`config.mk`:
```
export PLATFORM = sky130hd
export DESIGN_NAME = bmx_three_port
export DESIGN_NICKNAME = d
export VERILOG_FILES = /design/src/rtl/bmx_pkg.sv /design/src/rtl/bmx_stage.sv /design/src/rtl/bmx_port_drive.sv /design/src/rtl/bmx_three_port.sv
export SDC_FILE = /design/constraint.sdc
export NUM_CORES = 1
export LEC_CHECK = 0
export ABC_AREA = 1
export BUFFER_PORTS_ARGS = -buffer_cell sky130_fd_sc_hd__buf_4
export CAP_MARGIN = 25
export CORE_UTILIZATION = 54
export CTS_BUF_LIST = sky130_fd_sc_hd__clkbuf_16
export DETAILED_ROUTE_END_ITERATION = 8
export PLACE_DENSITY = 0.93
export SYNTH_ARGS = -nofsm -noshare
export SYNTH_HDL_FRONTEND = slang
export SYNTH_HIERARCHICAL = 1
export SYNTH_SLANG_ARGS = --single-unit
```
`constraint.sdc`:
```
create_clock -name clk -period 1.5 [get_ports clk]
set_clock_uncertainty 0.15 [all_clocks]
set_input_delay 0.225 -clock clk [delete_from_list [all_inputs] [get_ports clk]]
set_output_delay 0.225 -clock clk [all_outputs]
set_load 0.02 [all_outputs]
```
`src/rtl/bmx_pkg.sv`:
```
package bmx_pkg;
  localparam int unsigned DATA_W = 16;
  localparam int unsigned LANE_W = 8;

  typedef enum logic {
    SRC_A = 1'b0,
    SRC_B = 1'b1
  } src_e;

  function automatic logic [DATA_W-1:0] pol_apply(input logic [DATA_W-1:0] w, input bit inv);
    return w ^ {DATA_W{inv}};
  endfunction
endpackage

```
`src/rtl/bmx_stage.sv`:
```
module bmx_stage #(
  parameter int unsigned W = 16
) (
  input  logic         clk,
  input  logic         rst,
  input  logic         le_n,
  input  logic [W-1:0] d,
  output logic [W-1:0] q
);
  // Clocked equivalent of a transparent-low latch: reload while enabled, keep otherwise.
  always_ff @(posedge clk) begin
    if (rst) begin
      q <= '0;
    end else if (!le_n) begin
      q <= d;
    end
  end
endmodule

```
`src/rtl/bmx_port_drive.sv`:
```
module bmx_port_drive #(
  parameter int unsigned W      = 16,
  parameter int unsigned LANE   = 8,
  parameter bit          INVERT = 1'b0,
  localparam int unsigned LANES = W / LANE
) (
  input  logic [W-1:0]     word_i,
  input  logic [LANES-1:0] oe_n,
  output logic [W-1:0]     word_o,
  output logic [LANES-1:0] drv
);
  for (genvar k = 0; k < LANES; k++) begin : g_lane
    assign word_o[k*LANE +: LANE] = word_i[k*LANE +: LANE] ^ {LANE{INVERT}};
    assign drv[k]                 = ~oe_n[k];
  end
endmodule

```
`src/rtl/bmx_three_port.sv`:
```
module bmx_three_port
  import bmx_pkg::*;
#(
  parameter int unsigned W      = DATA_W,
  parameter int unsigned LANE   = LANE_W,
  parameter bit          INVERT = 1'b0,
  localparam int unsigned LANES = W / LANE
) (
  input  logic             clk,
  input  logic             rst,
  input  logic             sel_b,
  input  logic             a_le_n,
  input  logic             b_le_n,
  input  logic             aba_le_n,
  input  logic             abb_le_n,
  input  logic [W-1:0]     a_in,
  input  logic [W-1:0]     b_in,
  input  logic [W-1:0]     ab_in,
  input  logic [LANES-1:0] a_oe_n,
  input  logic [LANES-1:0] b_oe_n,
  input  logic [LANES-1:0] ab_oe_n,
  output logic [W-1:0]     a_out,
  output logic [W-1:0]     b_out,
  output logic [W-1:0]     ab_out,
  output logic [LANES-1:0] a_drv,
  output logic [LANES-1:0] b_drv,
  output logic [LANES-1:0] ab_drv
);
  logic [W-1:0] a_hold, b_hold, ba_hold, bb_hold, ab_pick;
  src_e         src;

  bmx_stage #(.W(W)) u_st_a  (.clk(clk), .rst(rst), .le_n(a_le_n),   .d(a_in),  .q(a_hold));
  bmx_stage #(.W(W)) u_st_b  (.clk(clk), .rst(rst), .le_n(b_le_n),   .d(b_in),  .q(b_hold));
  bmx_stage #(.W(W)) u_st_ba (.clk(clk), .rst(rst), .le_n(aba_le_n), .d(ab_in), .q(ba_hold));
  bmx_stage #(.W(W)) u_st_bb (.clk(clk), .rst(rst), .le_n(abb_le_n), .d(ab_in), .q(bb_hold));

  assign src = src_e'(sel_b);

  always_comb begin
    unique case (src)
      SRC_B:   ab_pick = b_hold;
      default: ab_pick = a_hold;
    endcase
  end

  bmx_port_drive #(.W(W), .LANE(LANE), .INVERT(INVERT)) u_drv_ab
    (.word_i(ab_pick), .oe_n(ab_oe_n), .word_o(ab_out), .drv(ab_drv));
  bmx_port_drive #(.W(W), .LANE(LANE), .INVERT(INVERT)) u_drv_a
    (.word_i(ba_hold), .oe_n(a_oe_n), .word_o(a_out), .drv(a_drv));
  bmx_port_drive #(.W(W), .LANE(LANE), .INVERT(INVERT)) u_drv_b
    (.word_i(bb_hold), .oe_n(b_oe_n), .word_o(b_out), .drv(b_drv));
endmodule

```
==> out/qor.log, run 1 <==
INFO  synthesis      yosys.cell_count.top_type=nand2_1
INFO  layout         num-nets-final=676
INFO  timing         final_max_slew_viol_count=0
INFO  synthesis      async_reset_ff_share=0%
INFO  clock_tree     cts_max_path_buffers=2
INFO  timing         hold_viol_final=0
INFO  layout         multi_input_area=1170um2
INFO  pwr            p_seq_share=39.8%
INFO  placement      place_ws=0.300ns
INFO  synthesis      synth-seq-cells=64
INFO  clock_tree     clock_sink_count=64
INFO  drt            detail_route.first_pass.iterations=6
INFO  global_route   wire_length_of_the_first_global_routing_pass=13100um
INFO  pwr            clockPowerShare=40.9%
INFO  setup_path     crit_path_start_kind=flip-flop
INFO  global_route   grt_total_usage=26.9%
INFO  synthesis      syn-num-nets=571
INFO  timing         setup_violating_endpoint_count_in_the_final_report=0
INFO  clock_tree     cts_tree=built
INFO  layout         fillers=421
INFO  setup_path     cp-end-kind=output pin
INFO  pwr            irDropWorstVdd=0.000905V
INFO  placement      dp.cells=633
INFO  synthesis      synthDominantAreaCellType=dfxtp_1
INFO  synthesis      most_area_consuming_cells_after_synthesis=dfxtp_1 39%, nand2_1 19%, nor2_1 14%, buf_4 12%, inv_1 8.4%
INFO  timing         final_min_period_over_clock_period=88.7%
INFO  clock_tree     cts_made_buffers=9
INFO  synthesis      synth_top_flop_cell=dfxtp_1
INFO  pwr            combinationalPowerShare=19.2%
INFO  synthesis      synth-simple-area-share=35.5%
INFO  floorplan      fp-row-count=28
INFO  global_route   grt_antenna_before_repair=0
INFO  setup_path     timing.setup.critical_path_class=reg -> out
INFO  placement      port-buffer-count=114
INFO  pwr            netSwitchingPower=1.25mW
INFO  clock_tree     clk_pin_slew=0.05ns
INFO  timing         setup_repair_after_global_routing_missed_its_margin=false
INFO  setup_path     required_worst_endpoint=1.12ns
INFO  drt            routed-via-count=3137
INFO  job            drv.max_cap_violation_count=0
INFO  floorplan      core_area=5920um2
INFO  hold_path      min_path_type=in -> reg
INFO  synthesis      synth-edff-count=0
INFO  timing         layout_min_cycle_time=1.33ns
INFO  drt            detailedRoute.firstIterationViolations=131
INFO  clock_tree     cts.repair_timing.setup_buffer_count=0
INFO  floorplan      fp.dieW=80.3um
INFO  setup_path     arrival=0.96ns
INFO  drt            routed_via_density=4.51
INFO  layout         layout-drive-gt1-share=22.6%
INFO  floorplan      ios=115
INFO  clock_tree     root_buffer_cell=clkbuf_16
INFO  drt            drt_drc_violations_left=0
INFO  drt            drt-total-wl=8340um
INFO  synthesis      syn-mean-instance-area=6.49um2
INFO  layout         filler_free_cell_count_of_the_finished_design=695
INFO  synthesis      largest_family_of_logic_cells_by_synthesized_area=simple AND/OR/NAND/NOR gates
INFO  pwr            p_per_area=1070nW/um2
INFO  clock_tree     htree_levels=3
INFO  floorplan      dieHeight=80.3um
INFO  clock_tree     insertion_delay=0.32ns
INFO  synthesis      synthesis.instances=510
INFO  synthesis      seq_area_frac_synth=38.7%
INFO  layout         final_core_util=75.0%
INFO  floorplan      initial_utilization=55.9%
INFO  setup_path     worstRegToRegCells=4
INFO  placement      globalplace.congestion=0.875
INFO  timing         maxSlewHeadroom=64.1%
INFO  hold_path      hold_depth=3
INFO  layout         area_growth=34.1%
INFO  synthesis      synthesized_area_fraction_occupied_by_ao_oa_aoi_and_oai_cells=0%
INFO  global_route   grt.overflow.total=0
INFO  pwr            power_leakage=2.45nW
INFO  layout         antenna_cells=0
INFO  global_route   grt_pass1_vias=3037
INFO  global_route   grt_max_degree=33
INFO  floorplan      die-area=6450um2
INFO  setup_path     critical_path.max_fanout=2
INFO  synthesis      synth_mux_area_share=0%
INFO  pwr            swShare=26.4%
INFO  pwr            internal_power=3.50mW
INFO  drt            route.antenna.remaining_nets=0
INFO  timing         fin_ws=0.169ns
INFO  synthesis      synthDistinctLibCells=10
INFO  synthesis      synthAdderAreaFrac=0%
INFO  synthesis      synth.yosys.warnings=6
INFO  layout         seqCellArea=1280um2
INFO  synthesis      synth.top_cells.by_count=171 x nand2_1, 120 x nor2_1, 74 x inv_1
INFO  timing         transition_time_of_the_tightest_slew_check_pin=0.538ns
INFO  synthesis      synth_top_cell_area_share=38.7%
INFO  synthesis      mappedNetlistArea=3310um2
INFO  timing         timing.fmax=751MHz
INFO  run_status     run_status=complete, no violations
INFO  synthesis      synth-xor-area-share=0%
INFO  placement      place.detailed.hpwl=4980um
INFO  timing         tns=0ns
INFO  drt            wl_per_cell=12.0um
[registers in the layout, summed over array words and instances (netlist names)]
| name | cells |
|---|---|
| u_st_bb/q | 16 |
| u_st_b/q | 16 |
| u_st_a/q | 16 |
| u_st_ba/q | 16 |
[stage by stage]
step           total power [mW]  hold slack (ns)  area (um2)
6_report                   4.76          0.00364        4440
5_1_grt                    4.95          0.00417        4440
4_1_cts                    4.76          0.00328        4440
3_5_place_dp               2.72            0.301        3700
3_3_place_gp               2.70            0.295        3700
2_1_floorplan              2.54            0.204        3310
[cells in the final DEF, fill, tap and decap left out]
cell type / count
inv_6: 1
nand2_2: 5
nor2_2: 8
clkbuf_16: 9
clkinv_2: 1
nor2_1: 120
bufinv_16: 1
dfxtp_1: 64
dlygate4sd3_1: 46
buf_4: 115
clkinv_1: 4
inv_1: 75
nand2_1: 171
[timing repair]
| item | CTS | global route |
|---|---|---|
| hold buffers | 46 | 0 |
| hold endpoints to repair | 57 | 0 |
| gates resized for setup | 0 | 0 |
[final cells by class]
class                      instances  area share, %
timing repair buffer             161           29.8
sequential                        64           28.9
multi-input combinational        304           26.4
inverter                          75           6.46
clock buffer                       9           5.07
tap                               75           2.11
clock inverter                     7           1.21
[per-layer routing]
| metal | share of wire [%] | wire length, um | track usage, % | vias to the layer above |
|---|---|---|---|---|
| li1 | - | - | - | 1614 |
| met1 | 38 | 3140 | 26.9 | 1379 |
| met2 | 54 | 4460 | 52.1 | 128 |
| met3 | 7.1 | 595 | 6.36 | 16 |
| met4 | 1.6 | 136 | 11.6 | 0 |
| met5 | 0 | 0 | 0 | - |
[final timing paths]
path / startpoint / to / slack (ns)
min reg2reg: u_st_b/q[1] / u_st_b/q[1] / 0.36
max: u_st_a/q[11] / ab_out[11] / 0.17
max reg2reg: u_st_ba/q[10] / u_st_ba/q[10] / 0.62
min: b_in[13] / u_st_b/q[13] / 0.004
[critical path: stages (launching register included)]
cell     delay [ns]
dfxtp_1        0.38
nand2_2        0.06
nand2_1        0.06
buf_4          0.13
[power by group through the flow]
stage               Combinational (mW)  Sequential (mW)  Clock [mW]
floorplan                        0.630             1.91           0
global placement                 0.772             1.92           0
detailed placement               0.794             1.93           0
CTS                              0.894             1.89        1.97
global route                      1.01             1.91        2.04
finish                           0.916             1.90        1.95
[kinds of logic after synthesis]
family / count (synthesis)
simple gates: 304
buf+inv: 142
flops: 64
(Power assumes the default switching activity.)
==> run 2: changes to the inputs <==
--- a/config.mk
+++ b/config.mk
@@ -9,7 +9,6 @@
 export BUFFER_PORTS_ARGS = -buffer_cell sky130_fd_sc_hd__buf_4
 export CAP_MARGIN = 25
 export CORE_UTILIZATION = 54
-export CTS_BUF_LIST = sky130_fd_sc_hd__clkbuf_16
 export DETAILED_ROUTE_END_ITERATION = 8
 export PLACE_DENSITY = 0.93
 export SYNTH_ARGS = -nofsm -noshare
==> run 2 against run 1 <==
Effect of this change: core utilization down 0.70 points; worst hold slack gained 0.17 ns; combinational power up 0.4%; register-to-register slack worse by 0.02 ns; global-route usage shrank 0.098 points; critical endpoint unchanged; wire length increased by 0.20%; cell area shrank 0.93%; sequential share of layout area is 0.27 points higher; critical path depth unchanged; largest cell class unchanged; non-clock buffer count up 2.
==> out/qor.log, run 2 (same netlist as run 1, synthesis figures left out) <==
INFO  hold_path      hold_depth=3 [unchanged]
INFO  layout         mostFrequentLayoutCell=nand2_1 [unchanged]
INFO  layout         layout_common_cells=171 x nand2_1, 120 x nor2_1, 115 x buf_4 [unchanged]
INFO  timing         maxSlewHeadroom=63.3% [was 64.1%]
INFO  job            drv.max_cap_violation_count=0 [unchanged]
INFO  clock_tree     clock_sink_count=64 [unchanged]
INFO  timing         transition_time_of_the_tightest_slew_check_pin=0.550ns [was 0.538 ns]
INFO  drt            top_signal_layer_used=met4 [unchanged]
INFO  run_status     run_status=complete, no violations [unchanged]
INFO  setup_path     worstRegToRegCells=4 [unchanged]
INFO  drt            wl_met1=3130um [was 3140 um]
INFO  clock_tree     cts_max_path_buffers=2 [unchanged]
INFO  timing         setup_violating_endpoint_count_in_the_final_report=0 [unchanged]
INFO  placement      globalplace.congestion=0.875 [unchanged]
INFO  floorplan      fp.dieW=80.3um [unchanged]
INFO  drt            routed_via_density=4.50 [was 4.51]
INFO  timing         timing.fmax=737MHz [was 751 MHz]
INFO  global_route   grt.overflow.total=0 [unchanged]
INFO  setup_path     crit_path_start_kind=flip-flop [unchanged]
INFO  setup_path     cp-end-kind=output pin [unchanged]
INFO  layout         seqCellArea=1280um2 [unchanged]
INFO  setup_path     required_worst_endpoint=1.12ns [about the same]
INFO  clock_tree     htree_levels=3 [unchanged]
INFO  setup_path     reg2reg_setup_slack=0.60ns [was 0.62 ns]
INFO  timing         hold_viol_final=0 [unchanged]
INFO  timing         setup_repair_after_global_routing_missed_its_margin=false [unchanged]
INFO  placement      dpl-instance-area=3700um2 [unchanged]
INFO  hold_path      timing.hold.worst.start=a_le_n [was b_in[13]]
INFO  clock_tree     insertion_delay=0.33ns [was 0.32 ns]
INFO  clock_tree     root_buffer_cell=clkbuf_8 [was clkbuf_16]
INFO  global_route   grt_antenna_before_repair=0 [unchanged]
INFO  placement      place.detailed.hpwl=4980um [unchanged]
INFO  layout         area_growth=32.9% [was 34.1%]
INFO  setup_path     r2r_end=u_st_ba/q[13] [was u_st_ba/q[10]]
INFO  clock_tree     clk_pin_slew=0.06ns [was 0.05 ns]
INFO  drt            drt-total-wl=8350um [was 8340 um]
INFO  layout         antenna_cells=0 [unchanged]
INFO  global_route   wire_length_of_the_first_global_routing_pass=13100um [about the same]
INFO  pwr            power_leakage=2.43nW [was 2.45 nW]
INFO  drt            drt_drc_violations_left=0 [unchanged]
INFO  timing         final_min_period_over_clock_period=90.5% [was 88.7%]
INFO  hold_path      min_path_type=in -> reg [unchanged]
INFO  timing         final_max_slew_viol_count=0 [unchanged]
INFO  floorplan      die-area=6450um2 [unchanged]
INFO  layout         multi_input_area=1170um2 [unchanged]
INFO  drt            detail_route.first_pass.iterations=4 [was 6]
INFO  drt            wl_per_cell=12.0um [about the same]
INFO  floorplan      ios=115 [unchanged]
INFO  placement      port-buffer-count=114 [unchanged]
INFO  setup_path     timing.setup.critical_path_class=reg -> out [unchanged]
INFO  layout         layout-drive-gt1-share=23.2% [was 22.6%]
INFO  layout         fillers=431 [was 421]
INFO  drt            route.antenna.remaining_nets=0 [unchanged]
INFO  floorplan      fp-row-count=28 [unchanged]
INFO  floorplan      initial_utilization=55.9% [unchanged]
INFO  timing         layout_min_cycle_time=1.36ns [was 1.33 ns]
INFO  clock_tree     cts_tree=built [unchanged]
INFO  drt            met2WireLength=4540um [was 4460 um]
INFO  timing         tns=0ns [unchanged]
INFO  pwr            p_per_area=1000nW/um2 [was 1070 nW/um2]
INFO  setup_path     regToRegStartpoint=u_st_ba/q[13] [was u_st_ba/q[10]]
INFO  layout         num-nets-final=678 [was 676]
INFO  clock_tree     cts_made_buffers=9 [unchanged]
INFO  global_route   grt_total_usage=26.8% [was 26.9%]
INFO  global_route   grt_max_degree=33 [unchanged]
INFO  global_route   grt_pass1_vias=3041 [was 3037]
INFO  drt            detailedRoute.firstIterationViolations=104 [was 131]
INFO  floorplan      dieHeight=80.3um [unchanged]
INFO  setup_path     arrival=0.98ns [was 0.96 ns]
INFO  floorplan      core_area=5920um2 [unchanged]
INFO  setup_path     critical_path.max_fanout=2 [unchanged]
INFO  pwr            irDropWorstVdd=0.000808V [was 0.000905 V]
INFO  drt            routed-via-count=3134 [was 3137]
INFO  hold_path      whs_endpoint=u_st_a/q[7] [was u_st_b/q[13]]
INFO  drt            dr_wl_met3=561um [was 595 um]
INFO  layout         finalInstanceArea=4400um2 [was 4440 um2]
## run 2: through the flow
step                utilization, %  total power, mW  std cells  hold WS (ns)  worst slack (ns)
floorplan                        -             2.54        510         0.204             0.387
global placement              62.5             2.70        633         0.295             0.335
detailed placement            62.5             2.72        633         0.301             0.300
CTS                           74.3             4.40        697         0.139             0.136
global route                  74.3             4.59        697         0.181            0.0871
finish                        74.3             4.41        697         0.170             0.143
## run 2: how the worst max path moves through the flow
stage                       from         end  slack [ns]  depth (start not counted)
floorplan                  sel_b  ab_out[10]        0.39                          6
global placement           sel_b   ab_out[0]        0.33                          5
detailed placement         sel_b   ab_out[3]        0.30                          5
CTS                 u_st_a/q[11]  ab_out[11]        0.14                          3
global route        u_st_b/q[14]  ab_out[14]        0.09                          3
finish              u_st_a/q[11]  ab_out[11]        0.14                          3
## run 2: worst max-delay path, stage by stage, from the launching register on
cell and delay (ns):
dfxtp_1 0.39, nand2_2 0.06, nand2_1 0.06, buf_4 0.14
## run 2: layout make-up
cell class	instances	share of cell area, %
Clock buffer	14	4.15
Clock inverter	2	0.797
Inverter	75	6.52
Multi-Input combinational cell	304	26.7
Sequential cell	64	29.1
Tap cell	75	2.13
Timing Repair Buffer	163	30.6
## run 2: metal layers
layer / vias to the layer above / global-route usage [%]
li1: 1610 / -
met1: 1390 / 26.9
met2: 122 / 52.1
met3: 12 / 5.91
met4: 0 / 11.4
met5: - / 0
## run 2: report_power, final
part / internal (mW) / switching [mW]
registers: 1.82 / 0.0708
clock network: 0.948 / 0.647
logic: 0.431 / 0.489
total: 3.20 / 1.21
## run 2: what timing repair did
action	in CTS	in global routing
resized for setup	0	0
endpoints found under the hold margin	64	0
hold buffers	48	0
buffers inserted	0	0
